`src/rtl/dma_chan_pkg.sv`:
```
// Shared types and field positions for the DMA channel engine.
// Assumes the control word layout described in the brief.
package dma_chan_pkg;

    typedef enum logic [1:0] {
        MODE_TABLE = 2'd0,
        MODE_BLOCK = 2'd1,
        MODE_LIST  = 2'd2,
        MODE_RSVD  = 2'd3
    } xfer_mode_e;

    typedef enum logic [2:0] {
        ST_IDLE,
        ST_BLK_RD,
        ST_BLK_WR,
        ST_LST_HDR,
        ST_LST_RD,
        ST_LST_WR,
        ST_TBL_WR,
        ST_FINISH
    } seq_state_e;

    localparam int CTL_DIR_BIT  = 0;
    localparam int CTL_MODE_LO  = 9;
    localparam int CTL_BUSY_BIT = 24;
    localparam int CTL_TRIG_BIT = 28;

    localparam logic [1:0] SEL_ADDR  = 2'd0;
    localparam logic [1:0] SEL_COUNT = 2'd1;
    localparam logic [1:0] SEL_CTRL  = 2'd2;

endpackage

```
`src/rtl/dma_chan_regs.sv`:
```
// Register file of one DMA channel: address, count and control words.
// Writes are refused while the sequencer is active; the sequencer
// clears the start bits through dedicated strobes at completion.
module dma_chan_regs
    import dma_chan_pkg::*;
#(
    parameter int              ADDR_W    = 24,
    parameter int              DATA_W    = 32,
    parameter logic [DATA_W-1:0] CTRL_MASK = 32'h7177_0703
) (
    input  logic              clk,
    input  logic              rst_n,
    input  logic              cfg_we,
    input  logic [1:0]        cfg_sel,
    input  logic [DATA_W-1:0] cfg_wdata,
    input  logic [1:0]        rd_sel,
    output logic [DATA_W-1:0] rd_data,
    input  logic              lock,
    input  logic              clr_busy,
    input  logic              clr_trig,
    output logic [ADDR_W-1:0] addr_q,
    output logic [DATA_W-1:0] cnt_q,
    output logic              ctl_dir,
    output logic [1:0]        ctl_mode,
    output logic              ctl_busy,
    output logic              ctl_trig
);

    localparam int PAD_W = DATA_W - ADDR_W;

    logic [DATA_W-1:0] ctrl_q;

    // Register storage: software writes when unlocked, start-bit clears at completion.
    always_ff @(posedge clk) begin
        if (!rst_n) begin
            addr_q <= '0;
            cnt_q  <= '0;
            ctrl_q <= '0;
        end else begin
            if (clr_busy) begin
                ctrl_q[CTL_BUSY_BIT] <= 1'b0;
            end
            if (clr_trig) begin
                ctrl_q[CTL_TRIG_BIT] <= 1'b0;
            end
            if (cfg_we && !lock) begin
                case (cfg_sel)
                    SEL_ADDR:  addr_q <= cfg_wdata[ADDR_W-1:0];
                    SEL_COUNT: cnt_q  <= cfg_wdata;
                    SEL_CTRL:  ctrl_q <= cfg_wdata & CTRL_MASK;
                    default:   ;
                endcase
            end
        end
    end

    // Readback multiplexer.
    always_comb begin
        case (rd_sel)
            SEL_ADDR:  rd_data = {{PAD_W{1'b0}}, addr_q};
            SEL_COUNT: rd_data = cnt_q;
            SEL_CTRL:  rd_data = ctrl_q;
            default:   rd_data = '0;
        endcase
    end

    assign ctl_dir  = ctrl_q[CTL_DIR_BIT];
    assign ctl_mode = ctrl_q[CTL_MODE_LO+1:CTL_MODE_LO];
    assign ctl_busy = ctrl_q[CTL_BUSY_BIT];
    assign ctl_trig = ctrl_q[CTL_TRIG_BIT];

    // a write during an active transfer leaves address and count untouched
    p_locked_write_r2: assert property (@(posedge clk) disable iff (!rst_n)
        (cfg_we && lock) |=> ($stable(addr_q) && $stable(cnt_q)));

endmodule

```
`src/rtl/dma_chan_seq.sv`:
```
// Transfer sequencer of one DMA channel. Latches the register values at
// start, then runs block, list or table sequences over a single word bus
// with a request/ready handshake. Assumes registers are stable while it
// is active (the register file enforces this).
module dma_chan_seq
    import dma_chan_pkg::*;
#(
    parameter int                ADDR_W   = 24,
    parameter int                DATA_W   = 32,
    parameter int                CNT_W    = 16,
    parameter logic [ADDR_W-1:0] DEV_ADDR = 24'hF0_0010
) (
    input  logic              clk,
    input  logic              rst_n,
    input  logic [ADDR_W-1:0] addr_reg,
    input  logic [DATA_W-1:0] cnt_reg,
    input  logic              ctl_dir,
    input  logic [1:0]        ctl_mode,
    input  logic              ctl_busy,
    input  logic              ctl_trig,
    output logic              bus_req,
    output logic              bus_we,
    output logic [ADDR_W-1:0] bus_addr,
    output logic [DATA_W-1:0] bus_wdata,
    input  logic [DATA_W-1:0] bus_rdata,
    input  logic              bus_ready,
    output logic              active,
    output logic              clr_busy,
    output logic              clr_trig,
    output logic              done
);

    localparam int                LEN_W     = CNT_W + 1;
    localparam int                HDR_W     = DATA_W - ADDR_W;
    localparam logic [ADDR_W-1:0] STEP      = ADDR_W'(4);
    localparam logic [ADDR_W-1:0] TERM_PTR  = '1;
    localparam logic [DATA_W-1:0] TERM_WORD = {{HDR_W{1'b0}}, TERM_PTR};
    localparam logic [LEN_W-1:0]  ONE_LEN   = LEN_W'(1);

    seq_state_e        st;
    xfer_mode_e        mode;
    logic              go;
    logic [ADDR_W-1:0] cur;
    logic [DATA_W-1:0] data_q;
    logic [LEN_W-1:0]  word_left;
    logic [LEN_W-1:0]  blk_left;
    logic [LEN_W-1:0]  blk_size;
    logic [HDR_W-1:0]  lst_cnt;
    logic [ADDR_W-1:0] lst_next;
    logic              dir_q;
    logic              tbl_q;
    logic [HDR_W-1:0]  hdr_cnt;
    logic [ADDR_W-1:0] hdr_ptr;

    // Expand a length field where zero stands for the full range.
    function automatic logic [LEN_W-1:0] field_len(input logic [CNT_W-1:0] f);
        return (f == '0) ? {1'b1, {CNT_W{1'b0}}} : {1'b0, f};
    endfunction

    assign mode    = xfer_mode_e'(ctl_mode);
    assign go      = ctl_busy && ((mode != MODE_TABLE) || ctl_trig);
    assign hdr_cnt = bus_rdata[DATA_W-1:ADDR_W];
    assign hdr_ptr = bus_rdata[ADDR_W-1:0];

    // Sequencer state, address and counters.
    always_ff @(posedge clk) begin
        if (!rst_n) begin
            st        <= ST_IDLE;
            cur       <= '0;
            data_q    <= '0;
            word_left <= '0;
            blk_left  <= '0;
            blk_size  <= '0;
            lst_cnt   <= '0;
            lst_next  <= '0;
            dir_q     <= 1'b0;
            tbl_q     <= 1'b0;
        end else begin
            case (st)
                ST_IDLE: begin
                    if (go) begin
                        cur   <= addr_reg;
                        dir_q <= ctl_dir;
                        tbl_q <= 1'b0;
                        case (mode)
                            MODE_BLOCK: begin
                                blk_size  <= field_len(cnt_reg[CNT_W-1:0]);
                                word_left <= field_len(cnt_reg[CNT_W-1:0]);
                                blk_left  <= field_len(cnt_reg[2*CNT_W-1:CNT_W]);
                                st        <= ST_BLK_RD;
                            end
                            MODE_LIST: begin
                                st <= (addr_reg == TERM_PTR) ? ST_FINISH : ST_LST_HDR;
                            end
                            MODE_TABLE: begin
                                word_left <= field_len(cnt_reg[CNT_W-1:0]);
                                tbl_q     <= 1'b1;
                                st        <= ST_TBL_WR;
                            end
                            default: st <= ST_FINISH;
                        endcase
                    end
                end
                ST_BLK_RD: begin
                    if (bus_ready) begin
                        data_q <= bus_rdata;
                        st     <= ST_BLK_WR;
                    end
                end
                ST_BLK_WR: begin
                    if (bus_ready) begin
                        cur <= cur + STEP;
                        if (word_left == ONE_LEN) begin
                            if (blk_left == ONE_LEN) begin
                                st <= ST_FINISH;
                            end else begin
                                blk_left  <= blk_left - ONE_LEN;
                                word_left <= blk_size;
                                st        <= ST_BLK_RD;
                            end
                        end else begin
                            word_left <= word_left - ONE_LEN;
                            st        <= ST_BLK_RD;
                        end
                    end
                end
                ST_LST_HDR: begin
                    if (bus_ready) begin
                        lst_cnt  <= hdr_cnt;
                        lst_next <= hdr_ptr;
                        if (hdr_cnt == '0) begin
                            if (hdr_ptr == TERM_PTR) begin
                                st <= ST_FINISH;
                            end else begin
                                cur <= hdr_ptr;
                            end
                        end else begin
                            cur <= cur + STEP;
                            st  <= ST_LST_RD;
                        end
                    end
                end
                ST_LST_RD: begin
                    if (bus_ready) begin
                        data_q <= bus_rdata;
                        st     <= ST_LST_WR;
                    end
                end
                ST_LST_WR: begin
                    if (bus_ready) begin
                        if (lst_cnt == HDR_W'(1)) begin
                            if (lst_next == TERM_PTR) begin
                                st <= ST_FINISH;
                            end else begin
                                cur <= lst_next;
                                st  <= ST_LST_HDR;
                            end
                        end else begin
                            lst_cnt <= lst_cnt - HDR_W'(1);
                            cur     <= cur + STEP;
                            st      <= ST_LST_RD;
                        end
                    end
                end
                ST_TBL_WR: begin
                    if (bus_ready) begin
                        if (word_left == ONE_LEN) begin
                            st <= ST_FINISH;
                        end else begin
                            word_left <= word_left - ONE_LEN;
                            cur       <= cur - STEP;
                        end
                    end
                end
                default: st <= ST_IDLE;
            endcase
        end
    end

    // Bus access decode from the current state.
    always_comb begin
        bus_req   = 1'b0;
        bus_we    = 1'b0;
        bus_addr  = cur;
        bus_wdata = data_q;
        case (st)
            ST_BLK_RD: begin
                bus_req  = 1'b1;
                bus_addr = dir_q ? cur : DEV_ADDR;
            end
            ST_BLK_WR: begin
                bus_req  = 1'b1;
                bus_we   = 1'b1;
                bus_addr = dir_q ? DEV_ADDR : cur;
            end
            ST_LST_HDR, ST_LST_RD: begin
                bus_req = 1'b1;
            end
            ST_LST_WR: begin
                bus_req  = 1'b1;
                bus_we   = 1'b1;
                bus_addr = DEV_ADDR;
            end
            ST_TBL_WR: begin
                bus_req   = 1'b1;
                bus_we    = 1'b1;
                bus_wdata = (word_left == ONE_LEN) ? TERM_WORD
                                                   : {{HDR_W{1'b0}}, cur - STEP};
            end
            default: ;
        endcase
    end

    assign active   = (st != ST_IDLE);
    assign done     = (st == ST_FINISH);
    assign clr_busy = done;
    assign clr_trig = done && tbl_q;

    // a pending access keeps its address, direction and data
    p_req_hold_r9: assert property (@(posedge clk) disable iff (!rst_n)
        (bus_req && !bus_ready) |=> (bus_req && $stable(bus_addr)
                                     && $stable(bus_we) && $stable(bus_wdata)));

    // completion pulse lasts one cycle
    p_done_single_r10: assert property (@(posedge clk) disable iff (!rst_n)
        done |=> !done);

    // no access follows the completion pulse
    p_quiet_after_done_r10: assert property (@(posedge clk) disable iff (!rst_n)
        done |=> !bus_req);

endmodule

```
`src/rtl/dma_chan_engine.sv`:
```
// Top of one DMA channel: register file plus transfer sequencer.
// Memory and the device port share one word bus; the device port is a
// fixed address given by DEV_ADDR.
module dma_chan_engine
    import dma_chan_pkg::*;
#(
    parameter int                ADDR_W    = 24,
    parameter int                DATA_W    = 32,
    parameter int                CNT_W     = 16,
    parameter logic [DATA_W-1:0] CTRL_MASK = 32'h7177_0703,
    parameter logic [ADDR_W-1:0] DEV_ADDR  = 24'hF0_0010
) (
    input  logic              clk,
    input  logic              rst_n,
    input  logic              cfg_we,
    input  logic [1:0]        cfg_sel,
    input  logic [DATA_W-1:0] cfg_wdata,
    input  logic [1:0]        rd_sel,
    output logic [DATA_W-1:0] rd_data,
    output logic              bus_req,
    output logic              bus_we,
    output logic [ADDR_W-1:0] bus_addr,
    output logic [DATA_W-1:0] bus_wdata,
    input  logic [DATA_W-1:0] bus_rdata,
    input  logic              bus_ready,
    output logic              done
);

    logic [ADDR_W-1:0] addr_q;
    logic [DATA_W-1:0] cnt_q;
    logic              ctl_dir;
    logic [1:0]        ctl_mode;
    logic              ctl_busy;
    logic              ctl_trig;
    logic              active;
    logic              clr_busy;
    logic              clr_trig;

    dma_chan_regs #(
        .ADDR_W    (ADDR_W),
        .DATA_W    (DATA_W),
        .CTRL_MASK (CTRL_MASK)
    ) u_regs (
        .clk       (clk),
        .rst_n     (rst_n),
        .cfg_we    (cfg_we),
        .cfg_sel   (cfg_sel),
        .cfg_wdata (cfg_wdata),
        .rd_sel    (rd_sel),
        .rd_data   (rd_data),
        .lock      (active),
        .clr_busy  (clr_busy),
        .clr_trig  (clr_trig),
        .addr_q    (addr_q),
        .cnt_q     (cnt_q),
        .ctl_dir   (ctl_dir),
        .ctl_mode  (ctl_mode),
        .ctl_busy  (ctl_busy),
        .ctl_trig  (ctl_trig)
    );

    dma_chan_seq #(
        .ADDR_W   (ADDR_W),
        .DATA_W   (DATA_W),
        .CNT_W    (CNT_W),
        .DEV_ADDR (DEV_ADDR)
    ) u_seq (
        .clk       (clk),
        .rst_n     (rst_n),
        .addr_reg  (addr_q),
        .cnt_reg   (cnt_q),
        .ctl_dir   (ctl_dir),
        .ctl_mode  (ctl_mode),
        .ctl_busy  (ctl_busy),
        .ctl_trig  (ctl_trig),
        .bus_req   (bus_req),
        .bus_we    (bus_we),
        .bus_addr  (bus_addr),
        .bus_wdata (bus_wdata),
        .bus_rdata (bus_rdata),
        .bus_ready (bus_ready),
        .active    (active),
        .clr_busy  (clr_busy),
        .clr_trig  (clr_trig),
        .done      (done)
    );

    // the start bit is down once the completion pulse has passed
    p_busy_drop_r10: assert property (@(posedge clk) disable iff (!rst_n)
        done |=> !ctl_busy);

endmodule

```
`config.mk`:
```
export PLATFORM = sky130hd
export DESIGN_NAME = dma_chan_engine
export DESIGN_NICKNAME = d
export VERILOG_FILES = /design/src/rtl/dma_chan_pkg.sv /design/src/rtl/dma_chan_regs.sv /design/src/rtl/dma_chan_seq.sv /design/src/rtl/dma_chan_engine.sv
export SDC_FILE = /design/constraint.sdc
export NUM_CORES = 1
export LEC_CHECK = 0
export BUFFER_PORTS_ARGS = -buffer_cell sky130_fd_sc_hd__buf_2
export CAP_MARGIN = 20
export CELL_PAD_IN_SITES_DETAIL_PLACEMENT = 2
export CELL_PAD_IN_SITES_GLOBAL_PLACEMENT = 2
export CORE_MARGIN = 10
export CORE_UTILIZATION = 30
export DETAILED_ROUTE_END_ITERATION = 16
export GPL_TIMING_DRIVEN = 0
export PLACE_DENSITY_LB_ADDON = 0.08
export SLEW_MARGIN = 20
export SYNTH_ARGS = -nofsm -noshare
export SYNTH_HDL_FRONTEND = slang
export SYNTH_HIERARCHICAL = 1
export SYNTH_SLANG_ARGS = --single-unit
```
`constraint.sdc`:
```
create_clock -name clk -period 2.9 [get_ports clk]
set_input_delay 0.87 -clock clk [delete_from_list [all_inputs] [get_ports clk]]
set_output_delay 0.87 -clock clk [all_outputs]
set_load 0.05 [all_outputs]
```
# Yosys cells after proc, flatten, opt, wreduce, memory -nomap -nowiden
# Cells that the tools add are included.
[op_classes] mux=61 n_reduce_logical=34 n_eq_ne=37 add_sub_neg=5
[ops] op="$mux W24" count=13
[ops] op="$mux W17" count=14
[ops] op="$pmux W24 S5" count=1
[ops] op="$pmux W32 S3" count=1
[ops] op="$eq A24 B24 Y1 const B" count=3
[ops] op="$pmux W24 S3" count=1
[ops] op="$mux W29" count=2
[ops] op="$pmux W17 S3" count=1
[ops] op="$mux W3" count=15
[ops] op="$eq A17 B1 Y1 const B" count=2
[ops] op="$pmux W17 S2" count=1
[ops] op="$sub A17 B1 Y17 const B" count=2
[ops] op="$logic_not A16 Y1" count=2
[ops] op="$mux W32" count=1
[ops] op="$add A24 B3 Y24 const B" count=1
[ops] op="$mux W8" count=3
[ops] op="$sub A24 B3 Y24 const B" count=1
[ops] op="$ne A2 B2 Y1 const B" count=11
[ops] op="$pmux W3 S7" count=1
[ops] op="$reduce_and A9 Y1" count=2
[ops] op="$pmux W8 S2" count=1
[ops] op="$eq A3 B3 Y1 const B" count=4
[ops] op="$ne A3 B3 Y1 const B" count=4
[ops] op="$reduce_and A2 Y1" count=6
[ops] op="other kinds (25)" count=44
[totals] word_cells=151 output_inout_bits=91 reg_bits=215 in_bits=72

# Logic depth before layout (Yosys ltp)
# Gate-level depths: netlist of the first run.
[depth] depth_word=5 mapped_depth=10 depth_no_buf=8

# Cells and area by module
# Netlist of the first run, hierarchy kept.
[modules_own_cells] mod="dma_chan_seq" cells_per_inst=1257 area_each_um2=8944.8 seq_area_each_um2=2882.8 instances=1
[modules_own_cells] mod="dma_chan_regs" cells_per_inst=336 area_each_um2=3193.1 seq_area_each_um2=1421.4 instances=1

# Worst setup path before layout of the first run
# No wires, ideal clock.
[synth_timing] path_kind="flip-flop to output port" startpoint="reg u_seq.word_left[1]" endpoint="out bus_wdata[10]" n_path_buf=1 path_slack_ns=-0.682 arrival_ns=2.712 stages_incl_launch_ff=8 required_time_ns=2.030 path_cell_list="dfxtp_1 inv_1 ha_1 or4b_2 nor3_2 nand2_1 clkbuf_1 a31oi_1"
[synth_between] elab_chain_cells=3
[synth_rtl] element="from (decl)" line_no="dma_chan_seq.sv:45" source="logic [LEN_W-1:0] word_left;"
[synth_rtl] element="from (signal assigned)" line_no="dma_chan_seq.sv:88" source="word_left <= field_len(cnt_reg[CNT_W-1:0]);"
[synth_rtl] element="from (signal assigned)" line_no="dma_chan_seq.sv:96" source="word_left <= field_len(cnt_reg[CNT_W-1:0]);"
[synth_rtl] element="from (signal assigned)" line_no="dma_chan_seq.sv:118" source="word_left <= blk_size;"
[synth_rtl] element="$eq A17 B1 Y1" line_no="dma_chan_seq.sv:207" source="bus_wdata = (word_left == ONE_LEN) ? TERM_WORD"
[synth_rtl] element="$mux W24" line_no="dma_chan_seq.sv:207"
[synth_rtl] element="$mux W32" line_no="dma_chan_seq.sv:186" source="case (st)"
[synth_rtl] element="to (decl)" line_no="dma_chan_engine.sv:23" source="output logic [DATA_W-1:0] bus_wdata,"
# Every way passes these cells.

# Final worst setup path of the first run
[layout_timing] startpoint="reg u_seq.cur[2]" endpoint="out bus_wdata[19]"
[layout_between] elab_chain_cells=3
[layout_rtl] element="from (decl)" line_no="dma_chan_seq.sv:43" source="logic [ADDR_W-1:0] cur;"
[layout_rtl] element="from (signal assigned)" line_no="dma_chan_seq.sv:82" source="cur <= addr_reg;"
[layout_rtl] element="from (signal assigned)" line_no="dma_chan_seq.sv:112" source="cur <= cur + STEP;"
[layout_rtl] element="from (signal assigned)" line_no="dma_chan_seq.sv:135" source="cur <= hdr_ptr;"
[layout_rtl] element="$sub A24 B3 Y24" line_no="dma_chan_seq.sv:208" source=": {{HDR_W{1'b0}}, cur - STEP};"
[layout_rtl] element="$mux W24" line_no="dma_chan_seq.sv:207"
[layout_rtl] element="$mux W32" line_no="dma_chan_seq.sv:186"
# Every way passes these cells.

==> results of run 1 <==
==> cell usage after synthesis (all sizes together), types with 10 or more instances <==
cell	instances
xor2	19
nor3	36
a221oi	22
and2	37
xnor2	25
nand2	351
nor4	35
o31ai	14
mux2i	102
a21oi	122
a211oi	13
a31oi	23
buf	36
o21ai	41
nand4	29
dfxtp	215
o22ai	26
nor2	116
inv	22
o2bb2ai	12
o211ai	22
nand3	31
clkbuf	102
nand2b	10
or4	12
==> routing by layer <==
| metal | part of all wire, % | global-route usage (%) |
|---|---|---|
| met5 | 0 | 0 |
| met4 | 3.7 | 8.565 |
| met3 | 4.3 | 3.006 |
| met2 | 49 | 43.40 |
| met1 | 43 | 30.90 |
==> power groups by stage <==
stage,registers [mW],logic (mW),clock network [mW]
6_report,3.41,5.36,3.42
5_1_grt,3.42,5.64,3.64
4_1_cts,3.39,4.92,3.48
3_5_place_dp,3.43,4.09,0
3_3_place_gp,3.42,4.02,0
2_1_floorplan,3.31,2.80,0
==> what timing repair did <==
item	4_1_cts	5_1_grt
gates resized for setup	322	95
endpoints found under the setup margin	127	118
setup buffers	53	29
cloned	4	1
pin swaps	24	23
hold endpoints to repair	0	0
==> critical path, delay by kind of cell, from the launching register on <==
family / cells / cell delay, ns
flops: 1 / 0.37
xor+xnor: 1 / 0.11
simple gates: 3 / 1.15
compound gates: 1 / 0.21
buf+inv: 3 / 0.42
==> flip-flops by register name (all words and copies together), names as in the netlist <==
register         cells
u_seq/dir_q          1
u_regs/cnt_q        32
u_seq/lst_next      24
u_regs/ctrl_q       15
u_regs/addr_q       24
u_seq/cur           24
u_seq/tbl_q          1
u_seq/blk_left      17
u_seq/word_left     17
u_seq/st             3
u_seq/data_q        32
u_seq/lst_cnt        8
u_seq/blk_size      17
==> stage by stage <==
stage	std cells	cell area, µm²	util (%)	power (mW)	setup TNS, ns
after global routing	2394	16990	42.56	12.70	-24.50
after floorplan	1593	12550	-	6.108	-0.4450
final	2394	16990	42.56	12.18	-20.81
after detailed placement	2277	14020	35.12	7.513	-62.79
after global placement	2276	14000	35.07	7.436	-69.02
after CTS	2372	16530	41.40	11.79	-17.72
==> logic make-up (layout without fill, tap and decap cells) <==
| kind of cell | count (synthesis) | after routing | share of synthesized area [%] |
|---|---|---|---|
| flops | 215 | 215 | 35.46 |
| fa+ha+maj | 8 | 8 | 0.8247 |
| compound gates | 360 | 361 | 19.75 |
| xor+xnor | 44 | 44 | 3.175 |
| simple gates | 704 | 704 | 26.70 |
| buf+inv | 160 | 435 | 5.680 |
| mux | 102 | 102 | 8.412 |
==> area by class of cell <==
| class | count | area [µm²] |
|---|---|---|
| Multi-Input combinational cell | 1219 | 8204 |
| Fill cell | 4428 | 22930 |
| Timing Repair Buffer | 240 | 2043 |
| Clock buffer | 39 | 790.8 |
| Clock inverter | 9 | 82.58 |
| Sequential cell | 215 | 4342 |
| Buffer | 125 | 768.2 |
| Inverter | 22 | 101.3 |
| Tap cell | 525 | 656.9 |
==> worst max path at each step <==
stage	endpoint	depth (start not counted)	from	slack, ns
6_report	bus_wdata[19]	8	u_seq/cur[2]$_SDFFE_PN0P_	-0.81
5_1_grt	bus_wdata[22]	11	u_seq/cur[12]$_SDFFE_PN0P_	-0.90
4_1_cts	bus_wdata[18]	7	u_seq/cur[12]$_SDFFE_PN0P_	-0.84
3_5_place_dp	bus_wdata[21]	7	u_seq/st[2]$_SDFFE_PN0P_	-0.85
3_3_place_gp	bus_addr[7]	7	u_seq/st[2]$_SDFFE_PN0P_	-1.09
2_1_floorplan	bus_wdata[17]	6	u_seq/cur[12]$_SDFFE_PN0P_	-0.20
==> layout by cell type, fill, tap and decap left out, drive strengths merged, types with 23 or more instances in the layout <==
cell    netlist  final
nand2       351    351
nor3         36     36
and2         37     37
mux2i       102    102
dfxtp       215    215
nor4         35     35
a31oi        23     23
xnor2        25     25
nand4        29     29
clkbuf      102    122
o21ai        41     41
buf          36    282
a21oi       122    123
o22ai        26     26
nor2        116    116
nand3        31     31
==> results.md, run 1 <==
* Sw frac at 41.38%
* Capturing point of the worst reg2reg path: u_seq/cur[21]$_SDFFE_PN0P_
* Final WS setup at -0.8075 ns
* Pre-antenna DRT Iters at 5
* Tmin final at 3.707 ns
* DR iter-0 viols at 797
* Synth top area cells: dfxtp_1, nand2_1, mux2i_1, a21oi_1, nor2_1
* Final ANT Viol Nets at 0
* Failing checks: setup timing
* Fin Hold WS at 0.4567 ns
* FMAX at 269.7 MHz
* Worst Hold Path EP: u_seq/data_q[21]$_SDFFE_PN0P_
* Lkg Pwr at 6.704 nW
* EDFF count, synth at 0
* Synth warn at 6
* Maxcap violations at 0
* Die X at 221.1 µm
* Internal at 7.140 mW
* Hold Buf Count CTS at 0
* Die Ht at 221.1 µm
* Worst hold stages at 2
* FF-to-FF path depth at 8
* Final slew viol count at 0
* Post-synthesis register bit count at 215
* GRT Total Usage at 24.88%
* First-pass GRT wire length at 95.87 mm
* Reg power frac at 28.0%
* Critical Path RT at 2.03 ns
* Routed vias at 13640
* P_sw at 5.040 mW
* Fraction of layout cells with a size suffix above 1 at 27.72%
* CORE AREA at 0.03991 mm²
* Worst-path clk slew at 0.07 ns
* Clock buffer depth at 3
* Worst-Skew Late Latency at 0.57 ns
* Initial Utilization at 30.41%
* Final period util at 127.8%
* Die ar. at 0.04891 mm²
* Synthesis-to-layout area growth at 39.97%
* RSZ-0062 raised after global routing: true
* Setup Skew at 0.02338 ns
* Worst EP arrival at 2.84 ns
* Reg2reg start: u_seq/st[2]$_SDFFE_PN0P_
* Syn avg cell area at 7.620 µm²
* Worst VDD drop at 0.3801 mV
* Slew @ Worst Pin at 1.053 ns
* Ports at 163
* Top_reg_cell synth: dfxtp_1
* Clk root buf: clkbuf_16
* Largest net degree at the start of global routing at 14
* Max-slew headroom at 29.16%
* Yosys cell types at 70
* Gr ovfl total at 0
* Layout Nets at 1930
* CP startpoint kind: flip-flop
* Via-to-Cell Ratio at 5.697
* Synth async-reset ratio at 0%
* Hold WC Path Type: reg2reg
* Reg-to-reg slack, setup at 0.10 ns
* IO buf count at 158
* Max H-tree Level at 1
* Clk pwr share at 28.0%
* CTS tree: built
* Seq/Total Area, Yosys at 35.46%
* Row count at 73
* Synth area leader: dfxtp_1
* Crit path top cell by count: buf_6
* Drt drc at 0
* Combinational group share of total power at 44.0%
* Vias in the first global route at 14540
* Crit-path cells: buf_8, buf_6, or4_4, nor4_4, nor2b_4, xnor2_4, a31oi_4, buf_6
* Clock Sinks at 215
* CTS buffer count at 27
* Hold_sp: u_seq/data_q[21]$_SDFFE_PN0P_
* Antenna diodes at 0
* Final setup fails at 50
* CP Class: reg2out
* Crit end category: output pin
* Outcome: finished with violations
* Gpl congestion at 0.8675
* Post-Syn Nets at 1673
* Routed len/inst at 27.26 µm
* Initial antenna violation count at 0
* Yosys top cell area share at 35.46%
* CP max stage cell: or4_4
* Synthesized area at 0.01214 mm²
* Max incr delay on CP at 0.58 ns
* Place WS at -0.8490 ns
* Max FO, Critical Path at 3
* Hold Fails Final Rpt at 0
* PwrDens at 716.9 mW/mm²
* Synth Instances at 1593
* Final HPWL DP at 46.78 mm
* Detailed-route wire length at 65.26 mm
Power figures use the tool's default switching activity.
==> run 2: changes to the inputs <==
--- a/config.mk
+++ b/config.mk
@@ -9,11 +9,12 @@
 export CAP_MARGIN = 20
 export CELL_PAD_IN_SITES_DETAIL_PLACEMENT = 2
 export CELL_PAD_IN_SITES_GLOBAL_PLACEMENT = 2
-export CORE_MARGIN = 10
+export CORE_MARGIN = 3
 export CORE_UTILIZATION = 30
 export DETAILED_ROUTE_END_ITERATION = 16
 export GPL_TIMING_DRIVEN = 0
 export PLACE_DENSITY_LB_ADDON = 0.08
+export REMOVE_ABC_BUFFERS = 1
 export SLEW_MARGIN = 20
 export SYNTH_ARGS = -nofsm -noshare
 export SYNTH_HDL_FRONTEND = slang
==> results.md, run 2 (same netlist as run 1, synthesis figures left out) <==
* Post-layout util at 41.41%
* Worst EP arrival at 2.79 ns
* Final setup fails at 48
* Reg-to-reg slack, setup at 0.02 ns
* Final HPWL DP at 37.41 mm
* Synthesis-to-layout area growth at 35.86%
* Clock buffer depth at 3
* Die Ht at 207.1 µm
* Failing checks: setup timing
* Die ar. at 0.04291 mm²
* Drt drc at 0
* Setup Skew at 0.02878 ns
* Largest net degree at the start of global routing at 89
* Worst-path clk slew at 0.05 ns
* Initial antenna violation count at 0
* CORE AREA at 0.03982 mm²
* Clock Sinks at 215
* Via-to-Cell Ratio at 5.737
* Final ANT Viol Nets at 0
* Row count at 73
* PwrDens at 715.1 mW/mm²
* Gr ovfl total at 0
* Tmin final at 3.657 ns
* Vias in the first global route at 14000
* Hold Fails Final Rpt at 0
* Most common cell after layout, fill and taps aside: nand2_1
* Post-route cell area at 0.01649 mm²
* Slew @ Worst Pin at 1.075 ns
* Lkg Pwr at 6.465 nW
* Layout Nets at 1836
* Fraction of layout cells with a size suffix above 1 at 27.23%
* DR iter-0 viols at 603
* Final period util at 126.1%
* Worst VDD drop at 0.4265 mV
* Place WS at -1.275 ns
* Final WS setup at -0.7568 ns
* Clk root buf: clkbuf_16
* CTS tree: built
* FMAX at 273.5 MHz
* Antenna diodes at 0
* Routed vias at 13190
* Routed len/inst at 25.87 µm
* GRT Total Usage at 26.16%
* CP startpoint kind: flip-flop
* Initial Utilization at 30.48%
* Dpl cell area at 0.01338 mm²
* IO buf count at 162
* Largest regs: u_regs/cnt_q: 32 flops, u_seq/data_q: 32 flops
* Setup TNS at -18.73 ns
* Ports at 163
* Hold WC Path Type: reg2reg
* Die X at 207.1 µm
* Gpl congestion at 0.8122
* CP Class: reg2out
* Detailed-route wire length at 59.48 mm
* Crit end category: output pin
* Tot Pwr at 11.79 mW
* Pre-antenna DRT Iters at 5
* CTS buffer count at 28
* Max FO, Critical Path at 2
* Critical Path RT at 2.03 ns
* Outcome: finished with violations
* Most frequent cells in the layout: nand2_1, dfxtp_1, a21oi_1
* Max H-tree Level at 1
* Maxcap violations at 0
* Final slew viol count at 0
* First-pass GRT wire length at 88.80 mm
* Worst-Skew Late Latency at 0.58 ns
* Max-slew headroom at 28.19%
* RSZ-0062 raised after global routing: true
run 2: cell types whose count changed in the layout (fill, tap and decap cells not counted), sizes merged:
cell | previous run | this run
nand2 | 351 | 352
clkbuf | 122 | 49
nor2 | 116 | 117
clkinv | 6 | 3
and3 | 8 | 9
clkinvlp | 5 | 3
buf | 282 | 262
bufinv | 1 | 0
a31oi | 23 | 24
run 2: timing repair:
item / CTS / global route
resized for setup: 242 / 102
pin swaps: 36 / 25
gates cloned: 5 / 1
buffers inserted: 61 / 28
hold buffers: 0 / 0
endpoints found under the setup margin: 159 / 116
run 2: worst paths after layout:
path	from	endpoint	cells after the start
setup / recovery	u_seq/cur[12]$_SDFFE_PN0P_	bus_wdata[17]	6
hold / removal	u_seq/data_q[25]$_SDFFE_PN0P_	u_seq/data_q[25]$_SDFFE_PN0P_	2
setup reg to reg	u_seq/word_left[7]$_SDFFE_PN0P_	u_seq/blk_left[4]$_SDFFE_PN0P_	10
hold reg to reg	u_seq/data_q[25]$_SDFFE_PN0P_	u_seq/data_q[25]$_SDFFE_PN0P_	2
run 2: stage by stage:
stage / instances / hold WS [ns]
6_report: 2299 / 0.4533
5_1_grt: 2299 / 0.4737
4_1_cts: 2270 / 0.4538
3_5_place_dp: 2156 / 0.4463
3_3_place_gp: 2142 / 0.4390
2_1_floorplan: 1455 / 0.4298
run 2: area by class of cell:
cell class / instances / area, µm²
inverter: 22 / 98.84
timing repair buffer: 266 / 2381
fill: 4444 / 23330
multi-input combinational: 1223 / 8088
tap: 525 / 656.9
clock inverter: 3 / 15.01
sequential: 215 / 4365
clock buffer: 45 / 885.9
run 2: worst max-delay path: stages, from the launching register on:
cell,delay (ns)
dfxtp_4,0.34
or4_4,0.56
or3_4,0.36
or4_4,0.44
xor2_2,0.18
a21oi_2,0.16
buf_6,0.17
run 2: power breakdown:
| group | switching (mW) | internal, mW |
|---|---|---|
| Combinational | 3.05 | 1.88 |
| Clock | 1.38 | 2.06 |
| Sequential | 0.272 | 3.15 |
run 2: routing by layer:
metal / share of wire, % / track usage (%)
met5: 0 / 0
met3: 4.2 / 3.786
met2: 49 / 45.63
met4: 2.8 / 8.193
met1: 44 / 33.38
==> run 3: changes to the inputs <==
--- a/config.mk
+++ b/config.mk
@@ -9,8 +9,11 @@
 export CAP_MARGIN = 20
 export CELL_PAD_IN_SITES_DETAIL_PLACEMENT = 2
 export CELL_PAD_IN_SITES_GLOBAL_PLACEMENT = 2
+export CORE_ASPECT_RATIO = 2
 export CORE_MARGIN = 3
 export CORE_UTILIZATION = 30
+export CTS_CLUSTER_DIAMETER = 150
+export CTS_CLUSTER_SIZE = 25
 export DETAILED_ROUTE_END_ITERATION = 16
 export GPL_TIMING_DRIVEN = 0
 export PLACE_DENSITY_LB_ADDON = 0.08
==> results.md, run 3 (same netlist as run 1, synthesis figures left out) <==
* Place WS at -1.223 ns
* Hold Fails Final Rpt at 0
* Pre-antenna DRT Iters at 5
* CP Class: reg2out
* Final HPWL DP at 39.83 mm
* Outcome: finished with violations
* Max-slew headroom at 27.21%
* Routed len/inst at 25.87 µm
* Most frequent cells in the layout: nand2_1, dfxtp_1, a21oi_1
* CORE AREA at 0.03969 mm²
* Final setup fails at 43
* Final slew viol count at 0
* CP startpoint kind: flip-flop
* Die X at 148.2 µm
* Hold Buf Count CTS at 0
* Largest net degree at the start of global routing at 112
* Clock Sinks at 215
* Gr ovfl total at 0
* Final WS setup at -0.7210 ns
* Ports at 163
* PwrDens at 642.8 mW/mm²
* Final period util at 124.9%
* Die ar. at 0.04305 mm²
* Row count at 103
* Initial antenna violation count at 1
* Via-to-Cell Ratio at 5.743
* GRT Total Usage at 25.47%
* Worst-path clk slew at 0.11 ns
* Worst EP arrival at 2.75 ns
* Max FO, Critical Path at 2
* Synthesis-to-layout area growth at 30.43%
* Max H-tree Level at 1
* Clk root buf: clkbuf_16
* Critical Path RT at 2.03 ns
* Worst-Skew Late Latency at 0.52 ns
* Die Ht at 290.5 µm
* Drt drc at 0
* Largest regs: u_regs/cnt_q: 32 flops, u_seq/data_q: 32 flops
* Antenna diodes at 0
* DR iter-0 viols at 573
* RSZ-0062 raised after global routing: true
* Clock buffer depth at 3
* Maxcap violations at 0
* Tmin final at 3.621 ns
* CTS tree: built
* Routed vias at 12970
* Layout Nets at 1814
* Most common cell after layout, fill and taps aside: nand2_1
* IO buf count at 162
* Slew @ Worst Pin at 1.089 ns
* Fraction of layout cells with a size suffix above 1 at 25.20%
* Initial Utilization at 30.58%
* First-pass GRT wire length at 85.59 mm
* CTS buffer count at 12
* Worst VDD drop at 0.4342 mV
* Failing checks: setup timing
* Final ANT Viol Nets at 0
* Gpl congestion at 0.8155
* Setup Skew at 0.05238 ns
* Vias in the first global route at 13940
* Detailed-route wire length at 58.44 mm
* FILL cells at 4574
* Hold WC Path Type: reg2reg
* Crit end category: output pin
* FMAX at 276.2 MHz
* Lkg Pwr at 6.146 nW
* Fin Hold WS at 0.4584 ns
## run 3: changes by cell type in the layout (fill, tap and decap cells not counted), sizes merged
cell / change
buf: -7
nor2: -1
clkbuf: -30
clkinv: -3
and3: +1
a31oi: -1
inv: +1
## run 3: where the power goes
group / internal (mW) / switching, mW / total, mW
registers: 3.14 / 0.277 / 3.42
clock network: 0.821 / 1.13 / 1.95
logic: 1.82 / 2.99 / 4.80
## run 3: area by class of cell
| cell class | instances | area (µm²) | area share (%) |
|---|---|---|---|
| inverter | 22 | 103.9 | 0.6560 |
| sequential | 215 | 4357 | 27.52 |
| multi-input combinational | 1222 | 8048 | 50.83 |
| clock inverter | 1 | 11.26 | 0.07113 |
| timing repair buffer | 261 | 2330 | 14.72 |
| clock buffer | 13 | 325.3 | 2.055 |
| tap | 525 | 656.9 | 4.149 |
## run 3: stage by stage
| step | cell area (µm²) | power, mW | instances | TNS (ns) | util (%) |
|---|---|---|---|---|---|
| 2_1_floorplan | 11530 | 5.756 | 1455 | -27.48 | - |
| 3_3_place_gp | 13000 | 6.975 | 2142 | -765.83 | 32.75 |
| 3_5_place_dp | 13390 | 7.202 | 2159 | -95.33 | 33.73 |
| 4_1_cts | 15310 | 9.934 | 2240 | -16.03 | 38.56 |
| 5_1_grt | 15830 | 10.68 | 2259 | -14.40 | 39.88 |
| 6_report | 15830 | 10.18 | 2259 | -11.73 | 39.88 |
## run 3: worst paths after layout
path | depth (start not counted) | start | end | slack (ns)
worst max register to register | 6 | u_seq/lst_next[3]$_SDFFE_PN0P_ | u_seq/cur[2]$_SDFFE_PN0P_ | 0.09
worst max-delay path | 6 | u_seq/cur[13]$_SDFFE_PN0P_ | bus_wdata[17] | -0.72
worst min-delay path | 2 | u_seq/data_q[30]$_SDFFE_PN0P_ | u_seq/data_q[30]$_SDFFE_PN0P_ | 0.46
worst min register to register | 2 | u_seq/data_q[30]$_SDFFE_PN0P_ | u_seq/data_q[30]$_SDFFE_PN0P_ | 0.46
## run 3: metal layers
metal  GRT usage, %  vias to the layer above  wire [µm]
li1               -                     5954          -
met1          26.56                     6549      20770
met3          2.855                      131       1987
met4          12.93                        2       3467
met5              0                        -         13
met2          49.06                      337      32200
## run 3: what timing repair did
action / 4_1_cts / 5_1_grt
pin swaps: 32 / 18
gates cloned: 5 / 2
buffers inserted: 62 / 22
endpoints found under the hold margin: 0 / 0
setup endpoints to repair: 181 / 108
resized for setup: 245 / 91
## run 3: worst max-delay path, stage by stage (launching register included)
cell and delay [ns]:
dfxtp_4 0.38, or4_4 0.54, or3_4 0.35, or4_4 0.47, xor2_4 0.19, a21oi_2 0.15
buf_6 0.17
